[src/rtl/smr_hide_sched.sv]
module smr_hide_sched #(
  parameter int DW      = 16,
  parameter int AW      = 11,
  parameter int CL      = 3,
  parameter int BL      = 8,
  parameter int TIMEOUT = 16
) (
  input  logic          clk,
  input  logic          rst_n,
  input  logic [1:0]    acc_cmd,
  input  logic [AW-1:0] acc_addr,
  input  logic [DW-1:0] acc_wdata,
  input  logic [BL-1:0] acc_skip,
  input  logic          ld_req,
  input  logic          ld_sel,
  input  logic [DW-1:0] ld_data,
  output logic [2:0]    mem_cmd,
  output logic [AW-1:0] mem_addr,
  output logic [DW-1:0] mem_dq_out,
  output logic          mem_dq_oe,
  output logic          mem_dqm,
  output logic          ld_ack,
  output logic          acc_stall
);
  localparam int RW = CL + BL - 1;
  localparam int WW = BL - 1;
  localparam int TW = $clog2(TIMEOUT + 1);
  localparam logic [1:0] C_NOP = 2'd0;
  localparam logic [1:0] C_RD  = 2'd2;
  localparam logic [1:0] C_WR  = 2'd3;
  localparam logic [2:0] M_LOAD = 3'd4;

  logic [RW-1:0] rd_need_q, rd_skp_q, rd_need_n, rd_skp_n;
  logic [WW-1:0] wr_need_q, wr_skp_q, wr_need_n, wr_skp_n;
  logic [TW-1:0] wait_q;
  logic          busy, hide, force_ld, issue, rd_go, wr_go, wr_beat;
  logic [AW-1:0] opcode;

  assign busy     = rd_need_q[0] | wr_need_q[0];
  assign hide     = ld_req & (acc_cmd == C_NOP) & ~busy;
  assign force_ld = ld_req & ~hide & ~busy & (wait_q == TW'(TIMEOUT));
  assign issue    = hide | force_ld;
  assign rd_go    = (acc_cmd == C_RD) & ~force_ld;
  assign wr_go    = (acc_cmd == C_WR) & ~force_ld;
  assign wr_beat  = wr_need_q[0] | wr_go;

  always_comb begin
    opcode    = '0;
    opcode[5] = ld_sel;
    opcode[6] = ~ld_sel;
  end

  assign mem_cmd    = issue ? M_LOAD : {1'b0, acc_cmd};
  assign mem_addr   = issue ? opcode : acc_addr;
  assign mem_dq_oe  = issue | wr_beat;
  assign mem_dq_out = issue ? ld_data : (wr_beat ? acc_wdata : '0);
  assign mem_dqm    = rd_skp_q[2] | wr_skp_q[1] | (wr_go & acc_skip[1]);
  assign ld_ack     = issue;
  assign acc_stall  = force_ld;

  always_comb begin
    rd_need_n = rd_need_q >> 1;
    rd_skp_n  = rd_skp_q >> 1;
    wr_need_n = wr_need_q >> 1;
    wr_skp_n  = wr_skp_q >> 1;
    if (rd_go) begin
      for (int k = 0; k < BL; k++) begin
        rd_need_n[CL-1+k] = rd_need_n[CL-1+k] | ~acc_skip[k];
        rd_skp_n[CL-1+k]  = rd_skp_n[CL-1+k]  |  acc_skip[k];
      end
    end
    if (wr_go) begin
      for (int k = 1; k < BL; k++) begin
        wr_need_n[k-1] = wr_need_n[k-1] | ~acc_skip[k];
        wr_skp_n[k-1]  = wr_skp_n[k-1]  |  acc_skip[k];
      end
    end
  end

  always_ff @(posedge clk) begin
    if (!rst_n) begin
      rd_need_q <= '0;
      rd_skp_q  <= '0;
      wr_need_q <= '0;
      wr_skp_q  <= '0;
      wait_q    <= '0;
    end else begin
      rd_need_q <= rd_need_n;
      rd_skp_q  <= rd_skp_n;
      wr_need_q <= wr_need_n;
      wr_skp_q  <= wr_skp_n;
      if (!ld_req || issue)
        wait_q <= '0;
      else if (wait_q != TW'(TIMEOUT))
        wait_q <= wait_q + 1'b1;
    end
  end
endmodule

[config.mk]
export PLATFORM = sky130hd
export DESIGN_NAME = smr_hide_sched
export DESIGN_NICKNAME = d
export VERILOG_FILES = /design/src/rtl/smr_hide_sched.sv
export SDC_FILE = /design/constraint.sdc
export NUM_CORES = 1
export LEC_CHECK = 0
export CORE_ASPECT_RATIO = 1.5
export CORE_MARGIN = 1.5
export CORE_UTILIZATION = 44
export DETAILED_ROUTE_END_ITERATION = 10
export PLACE_DENSITY = 0.86
export SLEW_MARGIN = 10
export SYNTH_ARGS = -nofsm -noshare
export SYNTH_HDL_FRONTEND = slang
export SYNTH_SLANG_ARGS = --single-unit
[constraint.sdc]
create_clock -name clk -period 2.85 [get_ports clk]
set_clock_uncertainty 0.1 [all_clocks]
set_input_delay 0.57 -clock clk [delete_from_list [all_inputs] [get_ports clk]]
set_output_delay 0.57 -clock clk [all_outputs]
set_load 0.02 [all_outputs]
## Word-level counts from Yosys, hierarchy flattened

Cells that the tools add are included.

| storage, ports and cells | value |
|---|---|
| logic and storage cells | 81 |
| register bits after elaboration | 39 |
| bits of input ports | 57 |

| cells by class | value |
|---|---|
| mux-type cells | 8 |
| $add $sub $neg | 1 |
| reduce and logical (&&, ||, !) cells | 6 |
| bitwise gates (word level) | 53 |
| equality and inequality tests | 4 |

Operator list:

| cell | count |
|---|---|
| 16-bit two-way mux | 2 |
| 1-bit OR | 32 |
| 7-bit two-way mux | 2 |
| 1-bit inverter | 13 |
| 6-bit two-way mux | 2 |
| 11-bit two-way mux | 1 |
| 1-bit AND | 8 |
| 5-bit by 1-bit adder with 5-bit output, second input constant | 1 |
| 5-bit equality test, second input constant | 1 |
| 5-bit != test, second input constant | 1 |
| 2-bit equality test, second input constant | 2 |
| 2-bit AND reduction | 2 |
| 3-bit two-way mux | 1 |
| 2-bit logical NOT | 1 |
| 2-bit OR reduction | 1 |
| 1-bit logical NOT | 1 |
| 1-bit logical OR | 1 |

## Logic depth before layout (Yosys ltp)

Gate-level depths: netlist of run 1.

| depth | value |
|---|---|
| depth in word-level cells | 12 |
| gate-level depth with buffers | 7 |
| depth with buffers taken out | 6 |

## Worst setup path after synthesis of run 1

Ideal clock, no wire load.

| timing path | value |
|---|---|
| kind | input -> output |
| start | in ld_req |
| end | out mem_dq_out[10] |
| arrival | 1.837 ns |
| required time | 2.180 ns |
| cell stages on the path | 5 |
| setup slack | 0.343 ns |
| cells stage by stage | or3b_4 > a21o_1 > buf_4 > buf_2 > a22oi_1 |

| on the way | value |
|---|---|
| longest elaborated chain between the ends | 11 |
| elaborated cells between the ends (all ways) | 12 |
| classes of those cells | 2 x mux; 10 x bitwise |

Ends and longest elaborated chain:

| what | line | source |
|---|---|---|
| start: declaration | 14 | `input logic ld_req,` |
| 1-bit AND (2 in series) | 40 | `assign hide = ld_req & (acc_cmd == C_NOP) & ~busy;` |
| 1-bit inverter | 41 | `assign force_ld = ld_req & ~hide & ~busy & (wait_q == TW'(TIMEOUT));` |
| 1-bit AND (3 in series) | 41 |  |
| 1-bit inverter | 44 | `assign wr_go = (acc_cmd == C_WR) & ~force_ld;` |
| 1-bit AND | 44 |  |
| 1-bit OR | 45 | `assign wr_beat = wr_need_q[0] \| wr_go;` |
| 16-bit two-way mux | 56 | `assign mem_dq_out = issue ? ld_data : (wr_beat ? acc_wdata : '0);` |
| 16-bit two-way mux (*) | 56 |  |
| end: declaration | 19 | `output logic [DW-1:0] mem_dq_out,` |

Every way passes the cells marked *; elsewhere a longest branch is shown, timed or not.

## Final worst setup path of run 1

| timing path | value |
|---|---|
| start | in acc_cmd[0] |
| end | out mem_dq_out[11] |

| on the way | value |
|---|---|
| longest elaborated chain between the ends | 12 |
| elaborated cells between the ends (all ways) | 14 |
| classes of those cells | 1 x eq/ne; 2 x mux; 10 x bitwise; 1 x reduce/logical |

Ends and longest elaborated chain:

| what | line | source |
|---|---|---|
| start: declaration | 10 | `input logic [1:0] acc_cmd,` |
| 2-bit logical NOT | 40 |  |
| 1-bit AND (2 in series) | 40 |  |
| 1-bit inverter | 41 |  |
| 1-bit AND (3 in series) | 41 |  |
| 1-bit inverter | 44 |  |
| 1-bit AND | 44 |  |
| 1-bit OR | 45 |  |
| 16-bit two-way mux | 56 |  |
| 16-bit two-way mux (*) | 56 |  |

Marked as above.

==> flow_summary.json, run 1 <==
{
  "worst-path-buf-inv": 3,
  "htree_levels": 2,
  "p_leak_nw": 1.29,
  "cp.arrival_ns": 2.15,
  "syn_avg_cell_area_sq_um": 8.23,
  "r2r-end": "rd_skp_q[6]",
  "grt_antenna_before_repair": 0,
  "die_h_um": 83.5,
  "final_cell_mix": "clkdlybuf4s50_1, nand2_1, dfxtp_1, buf_4, inv_1",
  "gr-total-overflow": 0,
  "ant_nets": 0,
  "wire_per_inst_um": 15.0,
  "critPathMaxStageDelay_ns": 0.42,
  "dp_hpwl_mm": 3.98,
  "netlist_area_sq_mm": 0.00190,
  "num_vias": 2039,
  "clock-sinks": 36,
  "placed_area_sq_mm": 0.00290,
  "crit_chain": "clkdlybuf4s50_1 > or2_4 > a21o_4 > bufbuf_16 > a22oi_1 > buf_4",
  "rsz0062_at_grt": "yes",
  "syn2layout_area_growth_pct": 60.8,
  "portBuffers": 90,
  "cts_max_path_buffers": 2,
  "highest_layer": "met4",
  "initial_core_util": 0.455,
  "drv_cap": 0,
  "path_clk_slew_ns": 0.07,
  "ir_drop_mv": 0.606,
  "drive_gt1_frac": 0.212,
  "start_kind": "primary input",
  "r2r_slack_ns": 1.08,
  "cts_tree": "done",
  "ctsRootBufferMaster": "clkbuf_8",
  "synth_edf_count": 0,
  "clk_latency_ns": 0.28,
  "layout_commonest_cell": "clkdlybuf4s50_1",
  "stdcell_area_sq_mm": 0.00306,
  "die_w_um": 56.7,
  "crit_path_end_kind": "primary output",
  "gp_congestion": 0.851,
  "core-area_sq_mm": 0.00417,
  "antenna_cells": 0,
  "async_reset_ff_frac": 0,
  "drc": 0,
  "slew_headroom": 0.610,
  "reg2regPathDepth": 7,
  "regArea_sq_um": 721,
  "critical_path_required_ns": 2.18,
  "crit_path_start": "acc_cmd[0]",
  "min-delay-start": "wr_skp_q[2]",
  "fin_crit_sh": 0.989,
  "crit_type": "primary input to primary output",
  "grt_max_degree": 32,
  "yosys_warnings": 0,
  "gr-usage-all-layers": 0.242,
  "crit_family": "buffers and inverters",
  "slowest_stage": "clkdlybuf4s50_1",
  "num_rows": 29,
  "wl_met1_mm": 2.22,
  "whs_endpoint": "wr_skp_q[1]",
  "fill_cells": 319,
  "holdWs_ns": 0.324,
  "period_needed_ns": 2.82,
  "reg2reg_from": "wait_q[0]",
  "cts_buffers": 5,
  "whs_path_depth": 2,
  "hold_path.class": "flip-flop to flip-flop",
  "final_hold_viol_count": 0,
  "grt_pass1_vias": 1971,
  "first_pass_iters": 4,
  "viasPerCell": 5.48,
  "ys_types": 33,
  "synth_fp_nets": 290,
  "power_density_mw_per_mm2": 441,
  "grt_pass1_wl_mm": 9.22,
  "fin_nets": 384,
  "slew_violations": 0,
  "io_pins": 91,
  "worst_pin_slew_ns": 0.584,
  "route.met3.wl_um": 406,
  "syn_inst": 231,
  "cp_max_fo": 7,
  "drt-total-wl_mm": 5.57,
  "postCtsHoldBufs": 0,
  "dominantRegCellSynth": "dfxtp_1",
  "multi_input_area_sq_mm": 0.00105,
  "fmax_ghz": 0.355,
  "dieArea_sq_mm": 0.00473,
  "status": "completed",
  "wl_met2_mm": 2.83,
  "setup-violations-final": 0,
  "first_iter_violations": 201,
  "ys_ff_latch": 36,
  "post_cts_buffers": 0,
  "yosysSeqAreaShare": 0.379
}
synth_stat cells, types with 2 or more instances:
library cell,number,area (sq um)
nor2b_1,7,43.8
buf_2,5,25.0
nand3_1,5,25.0
inv_1,20,75.1
and2_1,15,93.8
buf_6,2,22.5
xnor2_1,2,17.5
buf_4,2,15.0
o211ai_1,17,128
nor3_1,8,40.0
ha_1,2,25.0
a21o_1,2,15.0
o31ai_1,10,75.1
a32o_1,12,120
dfxtp_1,36,721
nand2_1,37,139
clkbuf_1,12,45.0
nand2b_1,3,18.8
o21ai_0,4,20.0
a22oi_1,16,120
xor2_1,2,17.5
state kept, by name, indices dropped and copies added, names as in the netlist:
register / count
rd_need_q: 10
wr_need_q: 7
wr_skp_q: 6
rd_skp_q: 8
wait_q: 5
timing repair:
item | 4_1_cts | 5_1_grt
endpoints found under the setup margin | 34 | 6
gates resized for setup | 137 | 7
gates cloned | 2 | 0
pin swaps | 1 | 0
per-stage QoR:
stage | total power, W | setup WS (ns) | setup TNS [ns] | cells | util
floorplan | 0.000695 | 0.343 | 0 | 231 | -
global placement | 0.000871 | -0.455 | -12.28 | 362 | 0.695
detailed placement | 0.000877 | -0.481 | -13.34 | 362 | 0.695
CTS | 0.00135 | 0.0448 | 0 | 372 | 0.726
global route | 0.00140 | -0.0161 | -0.0286 | 372 | 0.732
finish | 0.00135 | 0.0307 | 0 | 372 | 0.732
worst max-delay path by stage:
stage / end / slack, ns / cells past startpoint
after floorplan: mem_dq_out[10] / 0.34 / 5
after detailed placement: mem_dq_out[9] / -0.48 / 6
after global placement: mem_addr[5] / -0.45 / 6
final: mem_dq_out[11] / 0.03 / 6
after CTS: mem_dq_out[12] / 0.04 / 6
after global routing: mem_dq_out[0] / -0.02 / 6
logic make-up after synthesis:
logic type,Yosys count,share of synthesized area
muxes,2,0.0112
xor gates and xnor gates,4,0.0184
buffers and inverters,42,0.0981
adders and majority gates,2,0.0132
AOI/OAI and AO/OA,63,0.259
DFF,36,0.379
and+or+nand+nor,82,0.221
report_power, final:
part | internal, W | switching [W] | leakage [nW]
combinational | 0.000179 | 0.000156 | 0.931
clock | 0.000308 | 0.000170 | 0.0645
sequential | 0.000525 | 0.00000705 | 0.294
total | 0.00101 | 0.000333 | 1.29
worst reg2reg max path: stages, from the launching register on:
cell and delay, ns:
dfxtp_1 0.35, inv_1 0.07, ha_1 0.20, nand4bb_1 0.16, buf_4 0.26, nor2_2 0.07, buf_4 0.19, o31ai_1 0.27
layout make-up:
type,instances,share of cell area
Multi-Input combinational cell,153,0.343
Timing Repair Buffer,109,0.337
Tap cell,46,0.0188
Clock buffer,7,0.0315
Sequential cell,36,0.236
Inverter,20,0.0246
Clock inverter,1,0.00983
routing by layer:
metal,global-route usage,up-vias
li1,-,1003
met5,0,-
met3,0.0403,13
met1,0.279,929
met4,0.0844,0
met2,0.437,94
Power figures use the tool's default switching activity.
==> run 2: changes to the inputs <==
--- a/config.mk
+++ b/config.mk
@@ -9,8 +9,9 @@
 export CORE_MARGIN = 1.5
 export CORE_UTILIZATION = 44
 export DETAILED_ROUTE_END_ITERATION = 10
+export GPL_TIMING_DRIVEN = 0
 export PLACE_DENSITY = 0.86
-export SLEW_MARGIN = 10
+export SLEW_MARGIN = 0
 export SYNTH_ARGS = -nofsm -noshare
 export SYNTH_HDL_FRONTEND = slang
 export SYNTH_SLANG_ARGS = --single-unit
==> run 2 against run 1 <==
Final cell count is 0.81% higher; global-route usage hardly changed; first-iteration DRC count is 44% lower; clock power is 24% lower; flip-flop and latch count stayed put; critical endpoint is now mem_dq_out[8].
==> flow_summary.json, run 2 (same netlist as run 1, synthesis figures left out) <==
{
  "status": "completed",
  "crit_chain": "dlygate4sd2_1 > or3b_4 > a21o_1 > buf_6 > buf_6 > a22oi_1 > buf_4",
  "drv_cap": 0,
  "crit_family": "buffers and inverters",
  "post-place-cells": 366,
  "grt_pass1_wl_mm": 9.12,
  "path_common_cell": "buf_6",
  "slowest_stage": "or3b_4",
  "initial_core_util": 0.455,
  "wire_per_inst_um": 14.3,
  "cts_buffers": 5,
  "top_regs": "rd_need_q: 10 flops, rd_skp_q: 8 flops, wr_need_q: 7 flops",
  "finalPower_w": 0.00120,
  "crit_path_end_kind": "primary output",
  "portBuffers": 89,
  "grt_antenna_before_repair": 0,
  "viasPerCell": 5.46,
  "start_kind": "primary input",
  "worst_pin_slew_ns": 0.460,
  "worst-path-buf-inv": 4,
  "dieArea_sq_mm": 0.00473,
  "final_cell_mix": "clkdlybuf4s50_1, nand2_1, dfxtp_1, inv_1, o211ai_1",
  "path_clk_slew_ns": 0.06,
  "clk_latency_ns": 0.30,
  "ir_drop_mv": 0.553,
  "gp_congestion": 0.806,
  "setup_tns_ns": 0,
  "stdcell_count": 375,
  "cts_max_path_buffers": 2,
  "critPathMaxStageDelay_ns": 0.42,
  "largest_register_ff_count": 10,
  "grt_pass1_vias": 1940,
  "die_w_um": 56.7,
  "layout_commonest_cell": "clkdlybuf4s50_1",
  "cp_max_fo": 10,
  "first_pass_iters": 4,
  "placed_area_sq_mm": 0.00285,
  "syn2layout_area_growth_pct": 53.0,
  "drc": 0,
  "gr-usage-all-layers": 0.241,
  "dp_hpwl_mm": 4.08,
  "core-area_sq_mm": 0.00417,
  "antenna_cells": 0,
  "final_hold_viol_count": 0,
  "num_rows": 29,
  "grt_max_degree": 12,
  "largest-register": "rd_need_q",
  "setup-violations-final": 0,
  "worst_slack_ns": 0.117,
  "whs_path_depth": 2,
  "gr-total-overflow": 0,
  "path_depth": 7,
  "fin_nets": 387,
  "drt-total-wl_mm": 5.37,
  "die_h_um": 83.5,
  "rsz0062_at_grt": "no",
  "slew_violations": 0,
  "fmax_ghz": 0.366,
  "htree_levels": 2,
  "num_vias": 2046,
  "fin_crit_sh": 0.959,
  "slew_headroom": 0.689,
  "ant_nets": 0,
  "r2r_slack_ns": 1.15,
  "critical_path_required_ns": 2.18,
  "reg2regPathDepth": 7,
  "drive_gt1_frac": 0.158,
  "clock-sinks": 36,
  "cts_tree": "done",
  "io_pins": 91,
  "crit_type": "primary input to primary output",
  "stdcell_area_sq_mm": 0.00291,
  "p_leak_nw": 1.22,
  "ctsRootBufferMaster": "clkbuf_8",
  "hold_path.class": "flip-flop to flip-flop",
  "dp_slack_ns": -0.700,
  "first_iter_violations": 112,
  "cp.arrival_ns": 2.06,
  "period_needed_ns": 2.73,
  "power_density_mw_per_mm2": 414
}
run 2: stage by stage:
stage / hold WS, ns / util
6_report: 0.318 / 0.697
5_1_grt: 0.348 / 0.697
4_1_cts: 0.324 / 0.696
3_5_place_dp: 0.312 / 0.683
3_3_place_gp: 0.302 / 0.683
2_1_floorplan: 0.301 / -
run 2: area by class of cell:
type | count | area (sq um)
Buffer | 22 | 138
Sequential cell | 36 | 721
Fill cell | 366 | 1260
Inverter | 20 | 75.1
Timing Repair Buffer | 90 | 806
Tap cell | 46 | 57.6
Multi-Input combinational cell | 153 | 1020
Clock buffer | 6 | 82.6
Clock inverter | 2 | 10.0
run 2: worst paths after layout:
check / endpoint / start
worst max-delay path: mem_dq_out[8] / ld_req
worst min-delay path: rd_skp_q[5] / rd_skp_q[6]
worst max register to register: wr_need_q[3] / wait_q[0]
worst min register to register: rd_skp_q[5] / rd_skp_q[6]
run 2: per-layer routing:
layer,GRT usage,part of all wire,vias up
li1,-,-,1011
met1,0.292,0.40,930
met2,0.416,0.50,97
met3,0.0527,0.084,8
met4,0.0779,0.016,0
met5,0,0,-
run 2: timing repair:
action                                  in CTS  in global routing
pin swaps                                    2                  0
endpoints found under the setup margin      34                  3
buffers inserted                             1                  0
hold buffers                                 0                  0
resized for setup                          129                  1
run 2: worst reg2reg max path, stage by stage, from the launching register on:
cell       delay [ns]
dfxtp_1          0.32
inv_1            0.09
ha_1             0.17
nand4bb_1        0.15
or2_1            0.27
buf_6            0.14
buf_6            0.13
a32o_1           0.22
run 2: where the power goes:
part | switching (W) | total [W] | internal, W
combinational | 0.000151 | 0.000306 | 0.000155
clock | 0.000173 | 0.000365 | 0.000192
sequential | 0.00000655 | 0.000532 | 0.000525
total | 0.000330 | 0.00120 | 0.000873
==> run 3: changes to the inputs <==
--- a/config.mk
+++ b/config.mk
@@ -5,12 +5,13 @@
 export SDC_FILE = /design/constraint.sdc
 export NUM_CORES = 1
 export LEC_CHECK = 0
+export CAP_MARGIN = 5
 export CORE_ASPECT_RATIO = 1.5
 export CORE_MARGIN = 1.5
-export CORE_UTILIZATION = 44
+export CORE_UTILIZATION = 41
 export DETAILED_ROUTE_END_ITERATION = 10
 export GPL_TIMING_DRIVEN = 0
-export PLACE_DENSITY = 0.86
+export PLACE_DENSITY = 0.81
 export SLEW_MARGIN = 0
 export SYNTH_ARGS = -nofsm -noshare
 export SYNTH_HDL_FRONTEND = slang
==> constraint.sdc (replaced) <==
create_clock -name clk -period 2.8 [get_ports clk]
set_clock_uncertainty 0.1 [all_clocks]
set_input_delay 0.56 -clock clk [delete_from_list [all_inputs] [get_ports clk]]
set_output_delay 0.56 -clock clk [all_outputs]
set_load 0.02 [all_outputs]
==> run 3 against run 2 <==
Hold slack better by 0.0095 ns; setup slack worse by 0.032 ns; largest cell class unchanged; non-clock buffer count unchanged.
==> flow_summary.json, run 3 (same netlist as run 1, synthesis figures left out) <==
{
  "status": "completed",
  "grt_pass1_vias": 1846,
  "largest_register_ff_count": 10,
  "antenna_cells": 0,
  "clk_latency_ns": 0.29,
  "dieArea_sq_mm": 0.00506,
  "portBuffers": 89,
  "layout_commonest_cell": "clkdlybuf4s50_1",
  "start_kind": "primary input",
  "crit_family": "buffers and inverters",
  "dp_slack_ns": -0.741,
  "slew_violations": 0,
  "grt_pass1_wl_mm": 8.26,
  "top_regs": "rd_need_q: 10 flops, rd_skp_q: 8 flops, wr_need_q: 7 flops",
  "crit_path_end_kind": "primary output",
  "dp_hpwl_mm": 3.99,
  "fin_nets": 387,
  "drv_cap": 0,
  "critPathMaxStageDelay_ns": 0.41,
  "setup-violations-final": 0,
  "cp_max_fo": 10,
  "die_h_um": 86.4,
  "htree_levels": 2,
  "cp.arrival_ns": 2.05,
  "grt_antenna_before_repair": 0,
  "period_needed_ns": 2.71,
  "cts_max_path_buffers": 2,
  "worst-path-buf-inv": 3,
  "worst_slack_ns": 0.0854,
  "critical_path_required_ns": 2.14,
  "postCtsHoldBufs": 0,
  "clock-sinks": 36,
  "ant_nets": 0,
  "fin_crit_sh": 0.970,
  "p_leak_nw": 1.21,
  "fmax_ghz": 0.368,
  "wl_met1_mm": 2.24,
  "route.met3.wl_um": 406,
  "highest_layer": "met4",
  "wire_per_inst_um": 13.9,
  "drt-total-wl_mm": 5.26,
  "gp_congestion": 0.836,
  "ir_drop_mv": 0.511,
  "syn2layout_area_growth_pct": 54.2,
  "placed_area_sq_mm": 0.00285,
  "first_pass_iters": 4,
  "crit_chain": "dlygate4sd2_1 > or3b_4 > a21o_1 > clkbuf_4 > a22oi_1 > clkdlybuf4s15_2",
  "path_clk_slew_ns": 0.07,
  "final_hold_viol_count": 0,
  "first_iter_violations": 60,
  "drc": 0,
  "gr-total-overflow": 0,
  "holdWs_ns": 0.327,
  "stdcell_area_sq_mm": 0.00293,
  "gr-usage-all-layers": 0.211,
  "worst_pin_slew_ns": 0.442,
  "slew_headroom": 0.701,
  "post-route-util": 0.651,
  "num_rows": 30,
  "num_vias": 2016,
  "slowest_stage": "or3b_4",
  "cts_buffers": 5,
  "ctsRootBufferMaster": "clkbuf_8",
  "viasPerCell": 5.35,
  "drive_gt1_frac": 0.152,
  "core-area_sq_mm": 0.00450,
  "io_pins": 91,
  "cts_tree": "done",
  "initial_core_util": 0.422,
  "die_w_um": 58.6,
  "wl_met2_mm": 2.52,
  "largest-register": "rd_need_q",
  "final_cell_mix": "clkdlybuf4s50_1, nand2_1, dfxtp_1, inv_1, o211ai_1",
  "power_density_mw_per_mm2": 419,
  "hold_path.class": "flip-flop to flip-flop",
  "crit_type": "primary input to primary output",
  "grt_max_degree": 12
}
[run 3: changes by cell type in the layout (fill, tap and decap cells not counted), sizes merged]
cell	previous run	this run
clkinvlp	0	1
clkbuf	19	21
clkinv	2	0
dlygate4sd2	10	15
buf	30	24
[run 3: final timing paths]
check                                  from       endpoint  slack, ns  cells after the start
worst max register to register    wait_q[0]   wr_need_q[2]       1.07                      7
worst min-delay path            wr_skp_q[4]    wr_skp_q[3]       0.33                      2
worst max-delay path                 ld_req  mem_dq_out[0]       0.09                      6
worst min register to register  wr_skp_q[4]    wr_skp_q[3]       0.33                      2
[run 3: layout make-up]
cell class                      count  area (sq um)
Fill cell                         409          1570
Multi-Input combinational cell    153          1020
Inverter                           20          75.1
Timing Repair Buffer               90           823
Buffer                             22           139
Clock buffer                        7          86.3
Clock inverter                      1          7.51
Sequential cell                    36           721
Tap cell                           48          60.1
[run 3: worst register-to-register path, delay by kind of cell (launching register included)]
family                     cells  cell delay (ns)
and+or+nand+nor                2             0.45
AOI/OAI and AO/OA              1             0.22
DFF                            1             0.32
adders and majority gates      1             0.17
buffers and inverters          3             0.36
[run 3: repair_timing]
action / 4_1_cts / 5_1_grt
pin swaps: 2 / 0
resized for setup: 114 / 3
gates cloned: 0 / 0
endpoints found under the setup margin: 34 / 9
setup buffers: 1 / 0
[run 3: power breakdown]
part | total [W] | internal (W) | switching, W
clock network | 0.000378 | 0.000200 | 0.000178
logic | 0.000309 | 0.000158 | 0.000152
registers | 0.000542 | 0.000535 | 0.00000690
[run 3: metal layers]
metal  global-route usage  up-vias
li1                     -     1012
met3               0.0597        8
met2                0.372       88
met1                0.238      908
met5                    0        -
met4               0.0723        0
[run 3: through the flow]
stage | TNS [ns] | cells | total power, W
after floorplan | 0 | 231 | 0.000708
after global placement | -17.82 | 368 | 0.000876
after detailed placement | -18.04 | 368 | 0.000880
after CTS | 0 | 377 | 0.00124
after global routing | -0.0182 | 377 | 0.00128
final | 0 | 377 | 0.00123
